<file path="src/rtl/arf_pkg.sv">
package arf_pkg;
  localparam int ADDR_W = 32;
  localparam int PORT_W = 16;

  typedef struct packed {
    logic              en;
    logic [ADDR_W-1:0] base;
    logic [ADDR_W-1:0] limit;
  } range_t;

  typedef struct packed {
    logic [ADDR_W-1:0] addr;
    logic              rd;
    logic              wr;
    logic              port;
  } req_t;

  localparam logic [ADDR_W-1:0] LEGACY_BASE  = 32'h000A_0000;
  localparam logic [ADDR_W-1:0] LEGACY_LIMIT = 32'h000F_FFFF;

  function automatic range_t reset_range(input int idx);
    range_t r;
    r.en    = (idx == 0);
    r.base  = (idx == 0) ? LEGACY_BASE  : '0;
    r.limit = (idx == 0) ? LEGACY_LIMIT : '0;
    return r;
  endfunction
endpackage

</file>
<file path="src/rtl/arf_range_regs.sv">
module arf_range_regs
  import arf_pkg::*;
#(
  parameter int NUM_RANGES = 4,
  localparam int IDX_W = (NUM_RANGES > 1) ? $clog2(NUM_RANGES) : 1
) (
  input  logic                        clk_i,
  input  logic                        rst_ni,
  input  logic                        unlock_i,
  input  logic                        we_i,
  input  logic [IDX_W-1:0]            idx_i,
  input  range_t                      wdata_i,
  output range_t [NUM_RANGES-1:0]     ranges_o
);
  for (genvar g = 0; g < NUM_RANGES; g++) begin : g_reg
    always_ff @(posedge clk_i or negedge rst_ni) begin
      if (!rst_ni) begin
        ranges_o[g] <= reset_range(g);
      end else if (we_i && unlock_i && (int'(idx_i) == g)) begin
        ranges_o[g] <= wdata_i;
      end
    end
  end
endmodule

</file>
<file path="src/rtl/arf_range_match.sv">
module arf_range_match
  import arf_pkg::*;
#(
  parameter int NUM_RANGES = 4
) (
  input  range_t [NUM_RANGES-1:0] ranges_i,
  input  logic [ADDR_W-1:0]       addr_i,
  output logic [NUM_RANGES-1:0]   hit_vec_o,
  output logic                    hit_o
);
  for (genvar g = 0; g < NUM_RANGES; g++) begin : g_cmp
    logic ge_base, le_limit;
    assign ge_base  = (addr_i >= ranges_i[g].base);
    assign le_limit = (addr_i <= ranges_i[g].limit);
    // reversed bounds can never satisfy both compares
    assign hit_vec_o[g] = ranges_i[g].en & ge_base & le_limit;
  end
  assign hit_o = |hit_vec_o;
endmodule

</file>
<file path="src/rtl/arf_req_stage.sv">
module arf_req_stage
  import arf_pkg::*;
(
  input  logic clk_i,
  input  logic rst_ni,
  input  logic in_valid_i,
  output logic in_ready_o,
  input  req_t in_req_i,
  output logic out_valid_o,
  input  logic out_ready_i,
  output req_t out_req_o
);
  logic load;
  assign in_ready_o = !out_valid_o || out_ready_i;
  assign load       = in_valid_i && in_ready_o;

  always_ff @(posedge clk_i or negedge rst_ni) begin
    if (!rst_ni) begin
      out_valid_o <= 1'b0;
      out_req_o   <= '0;
    end else if (load) begin
      out_valid_o <= 1'b1;
      out_req_o   <= in_req_i;
    end else if (out_ready_i) begin
      out_valid_o <= 1'b0;
    end
  end
endmodule

</file>
<file path="src/rtl/addr_range_filter.sv">
module addr_range_filter
  import arf_pkg::*;
#(
  parameter int NUM_RANGES = 4,
  localparam int IDX_W = (NUM_RANGES > 1) ? $clog2(NUM_RANGES) : 1
) (
  input  logic              clk_i,
  input  logic              rst_ni,
  input  logic              cfg_unlock_i,
  input  logic              cfg_we_i,
  input  logic [IDX_W-1:0]  cfg_idx_i,
  input  logic              cfg_en_i,
  input  logic [ADDR_W-1:0] cfg_base_i,
  input  logic [ADDR_W-1:0] cfg_limit_i,
  input  logic              req_valid_i,
  output logic              req_ready_o,
  input  logic [ADDR_W-1:0] req_addr_i,
  input  logic              req_rd_i,
  input  logic              req_wr_i,
  input  logic              req_port_i,
  output logic              tgt_valid_o,
  input  logic              tgt_ready_i,
  output logic [ADDR_W-1:0] tgt_addr_o,
  output logic              tgt_rd_o,
  output logic              tgt_wr_o,
  output logic              mem_sel_o,
  output logic              dev_sel_o,
  output logic              uncache_o
);
  range_t [NUM_RANGES-1:0] ranges;
  range_t                  cfg_wdata;
  req_t                    in_req, held_req;
  logic [NUM_RANGES-1:0]   hit_vec;
  logic                    range_hit;
  logic                    dev_route;

  assign cfg_wdata = '{en: cfg_en_i, base: cfg_base_i, limit: cfg_limit_i};
  assign in_req    = '{addr: req_addr_i, rd: req_rd_i, wr: req_wr_i, port: req_port_i};

  arf_range_regs #(.NUM_RANGES(NUM_RANGES)) u_regs (
    .clk_i    (clk_i),
    .rst_ni   (rst_ni),
    .unlock_i (cfg_unlock_i),
    .we_i     (cfg_we_i),
    .idx_i    (cfg_idx_i),
    .wdata_i  (cfg_wdata),
    .ranges_o (ranges)
  );

  arf_req_stage u_stage (
    .clk_i       (clk_i),
    .rst_ni      (rst_ni),
    .in_valid_i  (req_valid_i),
    .in_ready_o  (req_ready_o),
    .in_req_i    (in_req),
    .out_valid_o (tgt_valid_o),
    .out_ready_i (tgt_ready_i),
    .out_req_o   (held_req)
  );

  arf_range_match #(.NUM_RANGES(NUM_RANGES)) u_match (
    .ranges_i  (ranges),
    .addr_i    (held_req.addr),
    .hit_vec_o (hit_vec),
    .hit_o     (range_hit)
  );

  // port space bypasses the range check entirely
  assign dev_route  = held_req.port | range_hit;
  assign mem_sel_o  = tgt_valid_o & ~dev_route;
  assign dev_sel_o  = tgt_valid_o &  dev_route;
  assign uncache_o  = tgt_valid_o &  dev_route;
  assign tgt_rd_o   = held_req.rd;
  assign tgt_wr_o   = held_req.wr;
  assign tgt_addr_o = held_req.port
                    ? {{(ADDR_W-PORT_W){1'b0}}, held_req.addr[PORT_W-1:0]}
                    : held_req.addr;
endmodule

</file>
<file path="config.mk">
export PLATFORM = sky130hd
export DESIGN_NAME = addr_range_filter
export DESIGN_NICKNAME = d
export VERILOG_FILES = /design/src/rtl/arf_pkg.sv /design/src/rtl/arf_range_regs.sv /design/src/rtl/arf_range_match.sv /design/src/rtl/arf_req_stage.sv /design/src/rtl/addr_range_filter.sv
export SDC_FILE = /design/constraint.sdc
export NUM_CORES = 1
export LEC_CHECK = 0
export BUFFER_PORTS_ARGS = -buffer_cell sky130_fd_sc_hd__buf_4
export CORE_MARGIN = 2
export CORE_UTILIZATION = 25
export CTS_CLUSTER_DIAMETER = 60
export CTS_CLUSTER_SIZE = 14
export DETAILED_ROUTE_END_ITERATION = 10
export SLEW_MARGIN = 40
export SYNTH_ARGS = -nofsm -noshare
export SYNTH_HDL_FRONTEND = slang
export SYNTH_HIERARCHICAL = 1
export SYNTH_SLANG_ARGS = --single-unit
</file>
<file path="constraint.sdc">
create_clock -name clk_i -period 3.6 [get_ports clk_i]
set_input_delay 0.54 -clock clk_i [delete_from_list [all_inputs] [get_ports clk_i]]
set_output_delay 0.54 -clock clk_i [all_outputs]
set_load 0.05 [all_outputs]
</file>
Yosys cells after proc, flatten, opt, wreduce, memory -nomap -nowiden
Cells that the tools add are included.

$lt $le $gt $ge: 8. Eq/ne operators: 3. Multiplexer cells: 3. Bitwise operators: 12. Reductions and logical operators: 11.

Operator list (number): 32-bit >= comparator (4); 32-bit less-or-equal comparator (4); 32-bit two-way mux (1); 1-bit bitwise AND (10); 1-bit logical AND (6); 2-bit == test (second input constant) (2); 4-bit OR reduction (1); 2-bit by 1-bit == test with 1-bit output (second input constant) (1); 2-bit zero test (1); 1-bit two-way mux (2); 2-bit nonzero test (1); 1-bit zero test (1); 1-bit logical OR (1); 1-bit inverter (1); 1-bit bitwise OR (1).

Register bits after elaboration: 296. Input bits: 108. Output and inout bits: 39. Logic and storage cells: 54.

Logic depth before layout (Yosys ltp)
Gate-level depths: netlist (run 1).

Depth in word-level cells: 7. Gate-level depth with buffers: 12. Mapped depth without buffers: 11.

Modules after synthesis
The synthesis (run 1) kept the hierarchy.

By module, submodules not included: arf_range_regs (times used 1, cells each 552, area an instance 10397.5 µm², seq. area each 6535.0 µm²); arf_range_match (times used 1, cells each 879, area an instance 6323.6 µm², seq. area each 0.0 µm²); arf_req_stage (times used 1, cells each 77, area an instance 1472.7 µm², seq. area each 900.9 µm²); addr_range_filter (times used 1, cells each 20, area an instance 145.1 µm², seq. area each 0.0 µm²).

Worst setup path after synthesis (run 1)
No wires, ideal clock.

Kind: register -> output. From: register u_stage/out_req_o[3] (netlist name). To: output port mem_sel_o. Data arrival time: 3.588 ns. Required time: 3.060 ns. Path slack: -0.528 ns. Cell stages (with the launch flop): 12. Path buffers: 0. Path through: dfrtp_1 inv_1 ha_1 nand2b_1 a21oi_1 o21ai_1 a221o_1 o311ai_1 a2111o_2 o2bb2a_4 or4_1 nor3b_2.

Longest elaborated chain between the ends: 7.

RTL lines: start, declared (RTL line arf_req_stage.sv:11) `output req_t out_req_o`; start signal, assigned (RTL line arf_req_stage.sv:23) `out_req_o <= in_req_i;`; 32-bit >= comparator (RTL line arf_range_match.sv:13) `assign ge_base = (addr_i >= ranges_i[g].base);`; 1-bit bitwise AND (RTL line arf_range_match.sv:16) `assign hit_vec_o[g] = ranges_i[g].en & ge_base & le_limit;`; 1-bit bitwise AND (*) (RTL line arf_range_match.sv:16); via hit_vec[2] (RTL line addr_range_filter.sv:33) `logic [NUM_RANGES-1:0] hit_vec;`; 4-bit OR reduction (*) (RTL line arf_range_match.sv:18) `assign hit_o = |hit_vec_o;`; via range_hit (RTL line addr_range_filter.sv:34) `logic range_hit;`; 1-bit bitwise OR (*) (RTL line addr_range_filter.sv:69) `assign dev_route = held_req.port | range_hit;`; 1-bit inverter (*) (RTL line addr_range_filter.sv:70) `assign mem_sel_o = tgt_valid_o & ~dev_route;`; 1-bit bitwise AND (*) (RTL line addr_range_filter.sv:70); end, declared (RTL line addr_range_filter.sv:26) `output logic mem_sel_o,`.

The timed path passes the listed nets; every way through them passes the cells marked *.

Final worst setup path (run 1)
From: register u_stage/out_req_o[11] (netlist name). To: output port dev_sel_o.

Longest elaborated chain between the ends: 6.

RTL lines: 32-bit >= comparator (RTL line arf_range_match.sv:13); 1-bit bitwise AND (RTL line arf_range_match.sv:16); 1-bit bitwise AND (*) (RTL line arf_range_match.sv:16); via hit_vec[3] (RTL line addr_range_filter.sv:33); 4-bit OR reduction (*) (RTL line arf_range_match.sv:18); via range_hit (RTL line addr_range_filter.sv:34); 1-bit bitwise OR (*) (RTL line addr_range_filter.sv:69); 1-bit bitwise AND (*) (RTL line addr_range_filter.sv:71) `assign dev_sel_o = tgt_valid_o & dev_route;`; end, declared (RTL line addr_range_filter.sv:27) `output logic dev_sel_o,`.

Marks and branches as above.

==> results of run 1 <==
-- worst max path at each step --
stage,from,endpoint,slack (ps),cells past startpoint
after global routing,u_regs/ranges_o[10],mem_sel_o,-710,13
after floorplan,u_stage/out_req_o[18],mem_sel_o,6,10
after detailed placement,u_stage/out_req_o[10],mem_sel_o,-330,12
after CTS,u_regs/ranges_o[10],mem_sel_o,-610,13
after global placement,u_stage/out_req_o[10],mem_sel_o,-290,12
final,u_stage/out_req_o[11],dev_sel_o,-570,12
-- cell families after synthesis --
family | count (synthesis) | synth area share [%]
DFF | 296 | 40.5
adders and majority gates | 256 | 17.5
muxes | 295 | 21.8
buffers and inverters | 284 | 7.23
AOI/OAI and AO/OA | 212 | 7.35
and+or+nand+nor | 185 | 5.61
-- synth_stat cells, drive strengths merged (2+ instances only) --
library cell | number | area [µm²]
mux2 | 295 | 4000
dfrtp | 273 | 6830
ha | 256 | 3200
inv | 251 | 942
a21oi | 73 | 369
o21ai | 42 | 210
a21o | 40 | 300
nand2 | 40 | 158
nand4 | 38 | 238
buf | 33 | 384
nor2 | 29 | 109
dfstp | 23 | 604
nor2b | 21 | 131
a211oi | 18 | 135
nand3 | 13 | 65.1
and4 | 8 | 70.1
nand2b | 8 | 57.6
a31oi | 7 | 43.8
o21a | 7 | 52.6
nor3 | 6 | 30.0
a2111oi | 5 | 43.8
a221o | 5 | 50.1
and2b | 5 | 37.5
a221oi | 4 | 35.0
nor4 | 4 | 25.0
nor3b | 3 | 27.5
or3 | 3 | 18.8
nand4b | 2 | 17.5
o2111ai | 2 | 17.5
-- registers in the layout (all words and copies together) (netlist names) --
name	cells
u_regs/ranges_o	260
u_stage/out_req_o	35
u_stage/out_valid_o	1
-- power breakdown --
group / total (mW) / switching [mW] / internal [mW]
Clock: 2.76 / 1.32 / 1.44
Combinational: 4.72 / 2.33 / 2.39
Sequential: 4.59 / 0.508 / 4.08
Total: 12.1 / 4.16 / 7.90
-- what timing repair did --
| action | in CTS | in global routing |
|---|---|---|
| setup endpoints to repair | 3 | 3 |
| endpoints found under the hold margin | 0 | 21 |
| hold buffers | 0 | 1 |
| pin swaps | 25 | 3 |
| buffers inserted | 5 | 0 |
| gates resized for setup | 53 | 4 |
-- routing by layer --
layer	vias to the layer above	track usage (%)	routed length, µm
li1	5854	-	-
met3	103	2.51	2250
met2	194	22.5	23800
met5	-	0	110
met1	6060	18.0	23700
met4	18	4.71	1760
-- worst reg2reg max path, delay by kind of cell, from the launching register on --
| kind | cells | cell delay [ps] |
|---|---|---|
| mux | 1 | 450 |
| flops | 1 | 460 |
| simple gates | 2 | 480 |
-- metrics by stage --
step	utilization [%]	instances	hold WS [ps]	total power [mW]	setup slack (ps)
after detailed placement	29.2	2706	493	9.15	-330
after CTS	30.7	2760	23.2	12.2	-609
after global routing	30.8	2762	193	12.9	-706
after floorplan	-	1528	244	7.48	5.87
after global placement	29.2	2706	486	9.01	-293
final	30.9	2765	202	12.1	-572
-- layout make-up --
| type | count | area [µm²] | area share (%) |
|---|---|---|---|
| Tap cell | 959 | 1200 | 5.34 |
| Clock buffer | 41 | 748 | 3.33 |
| Clock inverter | 8 | 52.6 | 0.234 |
| Multi-Input combinational cell | 948 | 9920 | 44.1 |
| Inverter | 251 | 945 | 4.20 |
| Timing Repair Buffer | 259 | 2140 | 9.52 |
| Sequential cell | 296 | 7460 | 33.2 |
| Antenna cell | 3 | 7.51 | 0.0334 |
-- cell usage in the layout (no fill, tap or decap), types with 21 or more instances in the layout --
cell       instances
nand2_1           39
mux2_2           115
a21oi_1           68
o21ai_0           33
clkbuf_16         27
a21o_1            40
mux2_4           180
inv_1            249
nor2b_1           21
nand4_1           38
buf_4            239
dfrtp_1          254
dfstp_2           23
ha_1             243
nor2_1            29
==> metrics, run 1 <==
Die Wd 275 µm; Final HPWL DP 38800 µm; maximum clock rate 0.240 GHz; status complete, but fails checks; Crit path max-delay family compound AO/OA/AOI/OAI gates; routability-driven placement congestion ratio 0.823; slew at the pin closest to its max-slew limit 774 ps; port bufs 146; synth unique cells 52; # nets final 2147; Main synth FF type dfrtp_1; Critical R2R Launch u_stage/out_valid_o; PD cells 537 mW/mm²; initial antenna violation count 11; RSZ-0062 raised after global routing yes; max-cap check violation count 0; CP max FO 3; Routed WL 51600 µm; maximum vdd drop 0.264 mV; CP Data Arrival Time 3630 ps; Clock Skew 5.06 ps; row count 99; DRT Pass-1 Iters 4; Synth Area per Inst 12.0 µm²; Ys Warns 6; pin count of the biggest net entering global routing 98; residual DRC count 0; Hold Startpoint req_addr_i[6]; Worst Hold Endpoint u_stage/out_req_o[9]; Cell Area, Synth 0.0183 mm²; Die ar. 0.0755 mm²; sequential area share after synthesis 40.5%; Via density 4.42; Slew Viols, Final 0; Core Footprint 0.0728 mm²; min Tclk post-route 4170 ps; Setup crit end kind primary output; post-place instance area 0.0212 mm²; Starting Density 25.2%; CTS Sinks 296; register-to-register setup slack 2100 ps; CP required 3060 ps; CTS HTree Levels 1; routed len/inst 18.7 µm; Total GRT Usage 13.7%; root buf cell clkbuf_16; TritonCTS clock tree built; Syn Inst Count 1528; Pleak 11.3 nW; Slew Limit Headroom 48.4%; Clock Path Buffers 3; period utilization 116%; Filler Cells Inserted 7371; Via Count 12229; first-pass GRT wire length 79600 µm; Die H 275 µm; Hold Path Depth 2; setup TNS -1710 ps; cts bufs inserted 27; CP max stage delay 570 ps; final worst setup slack -572 ps; CTS clock-pin slew for the worst setup and hold paths 70 ps; count of final setup violators 3; Syn Nets 1892; CP Launch Type flop; CP max stage cell or4_4; reg-to-reg critical path endpoint u_stage/out_req_o[13]; Synth async-reset ratio 100%; Worst Setup Path Type reg -> out; Post-DRT Antenna Nets 0; total gr overflow 0; worst hold path class in -> reg; vias in the first global route 13235; Buf/Inv on CP 2; fraction of layout cells with a size suffix above 1 37.7%; CP Cell Sequence ha_1 > and4_1 > a221o_1 > a31oi_2 > o21ai_1 > o21ai_2 > a2111oi_2 > buf_4 > o21a_1 > or4_4 > o21a_4 > buf_6; number of synthesized flops with an enable pin 0; failing checks negative setup slack; Final Hold Fails 0; io pins 147; flops & latches, synth 296; 1st-iter DRT viols 585; Clk Latency, worst-skew pair 560 ps; synthesis-to-layout area growth 22.5%; Design Area, Final 0.0225 mm²; cells on worst reg2reg path 3
No activity file was read; power rests on OpenSTA's default activity.
==> run 2, diff against run 1 <==
--- a/config.mk
+++ b/config.mk
@@ -16,3 +16,4 @@
 export SYNTH_HDL_FRONTEND = slang
 export SYNTH_HIERARCHICAL = 1
 export SYNTH_SLANG_ARGS = --single-unit
+export TNS_END_PERCENT = 50
==> run 2 against run 1 <==
Largest power group unchanged; via count barely moved; non-clock buffer count did not move; the run still ends with negative setup slack left; maximum frequency rose by 0.31%; final cell count barely moved; sequential power barely moved; critical endpoint is now mem_sel_o; die area did not move.
==> metrics, run 2 (synthesis results as in run 1) <==
CP Launch Type flop (unchanged); Final HPWL DP 38800 µm (unchanged); Setup crit end kind primary output (unchanged); Die ar. 0.0755 mm² (unchanged); Worst Setup Path Type reg -> out (unchanged); Die Wd 275 µm (unchanged); slew at the pin closest to its max-slew limit 766 ps (was 774 ps); commonest non-fill, non-tap cell in the layout dfrtp_1 (unchanged); CTS HTree Levels 1 (unchanged); most frequent cells in the layout dfrtp_1, inv_1, ha_1, buf_4, mux2_4 (unchanged); worst hold path class in -> reg (unchanged); CP required 3060 ps (about the same); final core utilization 30.8% (was 30.9%); Worst Hold Endpoint u_stage/out_req_o[28] (was u_stage/out_req_o[9]); Min Hold Slack 202 ps (about the same); root buf cell clkbuf_16 (unchanged); failing checks negative setup slack (unchanged); period utilization 116% (about the same); Pleak 11.3 nW (about the same); multi-input logic area 0.00990 mm² (was 0.00992 mm²); Hold Path Depth 2 (unchanged); Slew Viols, Final 0 (unchanged); FF+latch area 0.00746 mm² (unchanged); pin count of the biggest net entering global routing 98 (unchanged); Core Footprint 0.0728 mm² (unchanged); Slew Limit Headroom 49.0% (was 48.4%); # nets final 2147 (unchanged); Die H 275 µm (unchanged); io pins 147 (unchanged); Design Area, Final 0.0225 mm² (about the same); Routed WL 51500 µm (was 51600 µm); routed len/inst 18.6 µm (was 18.7 µm); CP max FO 6 (was 3); PD cells 537 mW/mm² (about the same); cts bufs inserted 27 (unchanged); Regs by FF count u_regs/ranges_o x260, u_stage/out_req_o x35, u_stage/out_valid_o x1 (unchanged); register-to-register setup slack 2100 ps (about the same); DRT Pass-1 Iters 4 (unchanged); min Tclk post-route 4160 ps (was 4170 ps); maximum vdd drop 0.266 mV (was 0.264 mV); Starting Density 25.2% (unchanged); cells on worst reg2reg path 3 (unchanged); maximum clock rate 0.240 GHz (about the same); max-cap check violation count 0 (unchanged); final worst setup slack -559 ps (was -572 ps); CP Data Arrival Time 3620 ps (was 3630 ps); Design Power 12.1 mW (about the same); Hold Startpoint req_addr_i[25] (was req_addr_i[6]); post-place instance area 0.0212 mm² (unchanged); routability-driven placement congestion ratio 0.823 (unchanged); CTS clock-pin slew for the worst setup and hold paths 70 ps (about the same); row count 99 (unchanged); Filler Cells Inserted 7374 (was 7371); Total GRT Usage 13.7% (unchanged); max FFs per register 260 (unchanged); Post-DRT Antenna Nets 0 (unchanged); synthesis-to-layout area growth 22.4% (was 22.5%); Critical R2R Launch u_stage/out_valid_o (unchanged); Final Hold Fails 0 (unchanged); TritonCTS clock tree built (unchanged); 1st-iter DRT viols 581 (was 585); Clock Path Buffers 3 (unchanged); vias in the first global route 13235 (unchanged); Biggest register u_regs/ranges_o (unchanged); residual DRC count 0 (unchanged); reg-to-reg critical path endpoint u_stage/out_req_o[13] (unchanged); DP Worst Slack -330 ps (unchanged); port bufs 146 (unchanged); Via density 4.42 (about the same); initial antenna violation count 11 (unchanged); Clock Skew 4.47 ps (was 5.06 ps); Via Count 12225 (was 12229); CTS Sinks 296 (unchanged); fraction of layout cells with a size suffix above 1 37.6% (was 37.7%); Clk Latency, worst-skew pair 560 ps (about the same); status complete, but fails checks (unchanged); total gr overflow 0 (unchanged); first-pass GRT wire length 79600 µm (unchanged); RSZ-0062 raised after global routing yes (unchanged); count of final setup violators 3 (unchanged)
-- run 2: changes by cell type in the layout (fill, tap and decap cells not counted) --
cell / delta
buf_6: +1
buf_8: -1
diode_2: -1
ha_1: +1
ha_4: -1
-- run 2: worst max path at each step --
stage	startpoint	to	slack [ps]
finish	u_stage/out_req_o[8]	mem_sel_o	-560
global route	u_stage/out_req_o[8]	mem_sel_o	-710
CTS	u_regs/ranges_o[10]	mem_sel_o	-610
detailed placement	u_stage/out_req_o[10]	mem_sel_o	-330
global placement	u_stage/out_req_o[10]	mem_sel_o	-290
floorplan	u_stage/out_req_o[18]	mem_sel_o	6
-- run 2: final cells by class --
| class | instances | share of cell area (%) |
|---|---|---|
| flip-flops and latches | 296 | 33.2 |
| repair buffers | 259 | 9.51 |
| well taps | 959 | 5.34 |
| clock inverters | 8 | 0.234 |
| diodes | 2 | 0.0223 |
| multi-input cells | 948 | 44.1 |
| clock buffers | 41 | 3.33 |
| inverters | 251 | 4.21 |
-- run 2: stage by stage --
step | cells | TNS (ps)
after floorplan | 1528 | 0
after global placement | 2706 | -836
after detailed placement | 2706 | -945
after CTS | 2760 | -1810
after global routing | 2762 | -2080
final | 2764 | -1670
-- run 2: report_power, final --
group	total, mW	internal, mW	switching [mW]	leakage, nW
Sequential	4.58	4.08	0.507	3.49
Combinational	4.71	2.38	2.33	7.40
Clock	2.76	1.44	1.32	0.386
Total	12.1	7.90	4.15	11.3
-- run 2: what timing repair did --
item,in CTS,in global routing
pin swaps,25,1
setup endpoints to repair,3,3
gates resized for setup,53,2
buffers inserted,5,0
hold buffers,0,1
hold endpoints to repair,0,21
-- run 2: worst max-delay path: stages (launching register included) --
cell and delay, ps:
dfrtp_2 480, buf_4 180, ha_1 300, nand2_1 130, nor4_4 340, a221oi_1 150
a21boi_1 160, a2111oi_0 100, o2bb2a_4 240, or4_4 590, nor3b_4 210, buf_6 180
-- run 2: layer usage --
layer	vias to the layer above	routed length, µm	track usage, %
li1	5851	-	-
met1	6063	23700	18.0
met2	188	23700	22.5
met3	105	2210	2.51
met4	18	1800	4.71
met5	-	110	0
==> run 3, diff against run 2 <==
--- a/config.mk
+++ b/config.mk
@@ -14,6 +14,5 @@
 export SLEW_MARGIN = 40
 export SYNTH_ARGS = -nofsm -noshare
 export SYNTH_HDL_FRONTEND = slang
-export SYNTH_HIERARCHICAL = 1
 export SYNTH_SLANG_ARGS = --single-unit
 export TNS_END_PERCENT = 50
==> constraint.sdc (replaced) <==
create_clock -name clk_i -period 4.5 [get_ports clk_i]
set_input_delay 0.675 -clock clk_i [delete_from_list [all_inputs] [get_ports clk_i]]
set_output_delay 0.675 -clock clk_i [all_outputs]
set_load 0.05 [all_outputs]
==> run 3 against run 2 <==
The flow now finishes without violations; first-iteration DRC count increased by 56%; register-to-register slack improved by 800 ps; clock skew increased by 23 ps; sequential cell count unchanged.
==> metrics, run 3 <==
Synth Area in Adders 18.3% (was 17.5%); pin count of the biggest net entering global routing 128 (was 98); 1st-iter DRT viols 909 (was 581); Via density 4.65 (was 4.42); Worst Setup Path Type reg -> out (unchanged); Clock Skew 27.4 ps (was 4.47 ps); commonest non-fill, non-tap cell in the layout dfrtp_1 (unchanged); residual DRC count 0 (unchanged); Design Area, Final 0.0210 mm² (was 0.0225 mm²); CP Capture Point mem_sel_o (unchanged); final core utilization 30.1% (was 30.8%); root buf cell clkbuf_16 (unchanged); CP required 3830 ps (was 3060 ps); Syn Nets 2004 (was 1892); Yosys top cell by area dfrtp_1 (unchanged); most frequent cell after synthesis dfrtp_1 (unchanged); cts bufs inserted 34 (was 27); Total GRT Usage 14.6% (was 13.7%); setup TNS 0 ps (was -1670 ps); Final Hold Fails 0 (unchanged); Final HPWL DP 39500 µm (was 38800 µm); Critical Path Source u_stage.out_req_o[10] (was u_stage/out_req_o[8]); routed len/inst 19.1 µm (was 18.6 µm); Biggest register u_regs.ranges_o (was u_regs/ranges_o); synth top area cells dfrtp_1, ha_1, mux2_2, inv_1, dfstp_2 (was dfrtp_1, ha_1, mux2_4, mux2_2, inv_1); period utilization 99.5%; # nets final 2148 (was 2147); Critical R2R Launch u_stage.out_valid_o (was u_stage/out_valid_o); vias in the first global route 13153 (was 13235); cells on worst reg2reg path 3 (unchanged); worst hold path class in -> async (was in -> reg); antenna cells 0 (was 2); CTS HTree Levels 2 (was 1); Regs by FF count u_regs.ranges_o x260, u_stage.out_req_o x35, u_stage.out_valid_o x1 (was u_regs/ranges_o x260, u_stage/out_req_o x35, u_stage/out_valid_o x1); Clock Path Buffers 3 (unchanged); Slew Viols, Final 0 (unchanged); top cells by count, synth dfrtp_1, ha_1, inv_1, mux2_2, nand2_1 (was dfrtp_1, ha_1, inv_1, mux2_4, mux2_2); number of synthesized flops with an enable pin 0 (unchanged); Die H 269 µm (was 275 µm); synth unique cells 53 (was 52); PD cells 464 mW/mm² (was 537 mW/mm²); TritonCTS clock tree built (unchanged); CP Launch Type flop (unchanged); maximum vdd drop 0.298 mV (was 0.266 mV); Clk Latency, worst-skew pair 550 ps (was 560 ps); multi-input logic area 0.00890 mm² (was 0.00990 mm²); reg-to-reg critical path endpoint u_stage.out_req_o[28] (was u_stage/out_req_o[13]); Cell Area, Synth 0.0175 mm² (was 0.0183 mm²); Synth Area in Compound Gates 9.30% (was 7.35%); Main synth FF type dfrtp_1 (unchanged); synthesis-to-layout area growth 19.7% (was 22.4%); Design Power 9.73 mW (was 12.1 mW); Core Footprint 0.0697 mm² (was 0.0728 mm²); mux cell area share after synthesis 15.0% (was 21.8%); Synth Area per Inst 10.7 µm² (was 12.0 µm²); Via Count 12792 (was 12225); Die ar. 0.0722 mm² (was 0.0755 mm²); Syn Inst Count 1640 (was 1528); port bufs 146 (unchanged); FF+latch area 0.00744 mm² (was 0.00746 mm²); sequential area share after synthesis 42.5% (was 40.5%); Post-DRT Antenna Nets 0 (unchanged); initial antenna violation count 6 (was 11); fraction of layout cells with a size suffix above 1 27.3% (was 37.6%); most frequent cells in the layout dfrtp_1, ha_1, inv_1, mux2_2, buf_4 (was dfrtp_1, inv_1, ha_1, buf_4, mux2_4); Slew Limit Headroom 39.2% (was 49.0%); Pleak 9.97 nW (was 11.3 nW); RSZ-0062 raised after global routing no (was yes); min Tclk post-route 4480 ps; post-place instance area 0.0197 mm² (was 0.0212 mm²); Synth Area in Simple Gates 7.89% (was 5.61%); routability-driven placement congestion ratio 0.858 (was 0.823); Setup crit end kind primary output (unchanged); flops & latches, synth 296 (unchanged); total gr overflow 0 (unchanged); Starting Density 25.1% (was 25.2%); CTS clock-pin slew for the worst setup and hold paths 70 ps (about the same); Synth top area share 39.0% (was 37.3%); maximum clock rate 0.223 GHz; xor/xnor share of the synthesized area 0% (unchanged); Filler Cells Inserted 7254 (was 7374); Die Wd 269 µm (was 275 µm); max FFs per register 260 (unchanged); io pins 147 (unchanged); CP Data Arrival Time 3800 ps (was 3620 ps); Ys Warns 0 (was 6); max-cap check violation count 0 (unchanged); slew at the pin closest to its max-slew limit 903 ps (was 766 ps); first-pass GRT wire length 80100 µm (was 79600 µm); CTS Sinks 296 (unchanged); Synth async-reset ratio 100% (unchanged); status completed (was complete, but fails checks); Routed WL 52600 µm (was 51500 µm); largest family of logic cells by synthesized area adder cells (was multiplexers); CP max FO 10 (was 6); register-to-register setup slack 2900 ps (was 2100 ps); row count 97 (was 99); count of final setup violators 0 (was 3); DRT Pass-1 Iters 5 (was 4)
run 3: changes by cell type after synthesis, sizes merged, moves of 14 or more:
| cell | delta |
|---|---|
| a21oi | +22 |
| mux2 | -62 |
| nand2 | +78 |
| buf | -16 |
| clkbuf | +39 |
| a21o | -26 |
| a211oi | -14 |
| nand3 | +15 |
| o21ai | +50 |
run 3: kinds of logic after synthesis:
| kind of cell | count (synthesis) |
|---|---|
| fa+ha+maj | 256 |
| simple gates | 276 |
| compound gates | 267 |
| flops | 296 |
| mux | 233 |
| buf+inv | 312 |
run 3: area by class of cell:
cell class	instances	share of cell area, %
well taps	940	5.61
multi-input cells	1032	42.5
clock inverters	13	0.710
clock buffers	49	4.92
flip-flops and latches	296	35.5
repair buffers	164	6.21
inverters	256	4.60
run 3: power breakdown:
group | switching [mW] | internal, mW
Clock | 1.23 | 1.68
Sequential | 0.420 | 3.24
Combinational | 1.77 | 1.38
run 3: routing by layer:
metal	share of wire [%]	global-route usage (%)	vias to the layer above
li1	-	-	6000
met1	45	20.1	6374
met2	47	24.1	356
met3	6.2	2.47	60
met4	1.7	2.94	2
met5	0.023	0	-
run 3: critical path, cell delays in order (launching register included):
cell and delay, ps:
dfrtp_1 550, ha_1 420, nand4_1 200, a2111oi_1 840, o311ai_0 270, o211a_1 190
or3_4 380, nor3b_2 180, buf_4 220
run 3: how the worst min path moves through the flow:
stage,startpoint,end,slack (ps),cells after the start
floorplan,rst_ni,u_regs.ranges_o[100],380,0
global placement,u_regs.ranges_o[70],u_regs.ranges_o[70],490,1
detailed placement,u_regs.ranges_o[255],u_regs.ranges_o[255],490,1
CTS,rst_ni,u_regs.ranges_o[233],150,1
global route,rst_ni,u_stage.out_req_o[8],170,1
finish,rst_ni,u_regs.ranges_o[38],130,1
run 3: repair_timing:
| action | CTS | global route |
|---|---|---|
| gates resized for setup | 5 | 4 |
| buffers inserted | 2 | 5 |
| hold buffers | 0 | 0 |
| setup endpoints to repair | 3 | 3 |
| pin swaps | 1 | 1 |
run 3: per-stage QoR:
| step | setup slack, ps | hold slack, ps | std cells |
|---|---|---|---|
| after floorplan | 965 | 379 | 1640 |
| after global placement | 242 | 487 | 2681 |
| after detailed placement | 261 | 492 | 2681 |
| after CTS | 12.3 | 148 | 2745 |
| after global routing | 16.8 | 173 | 2750 |
| final | 24.3 | 131 | 2750 |
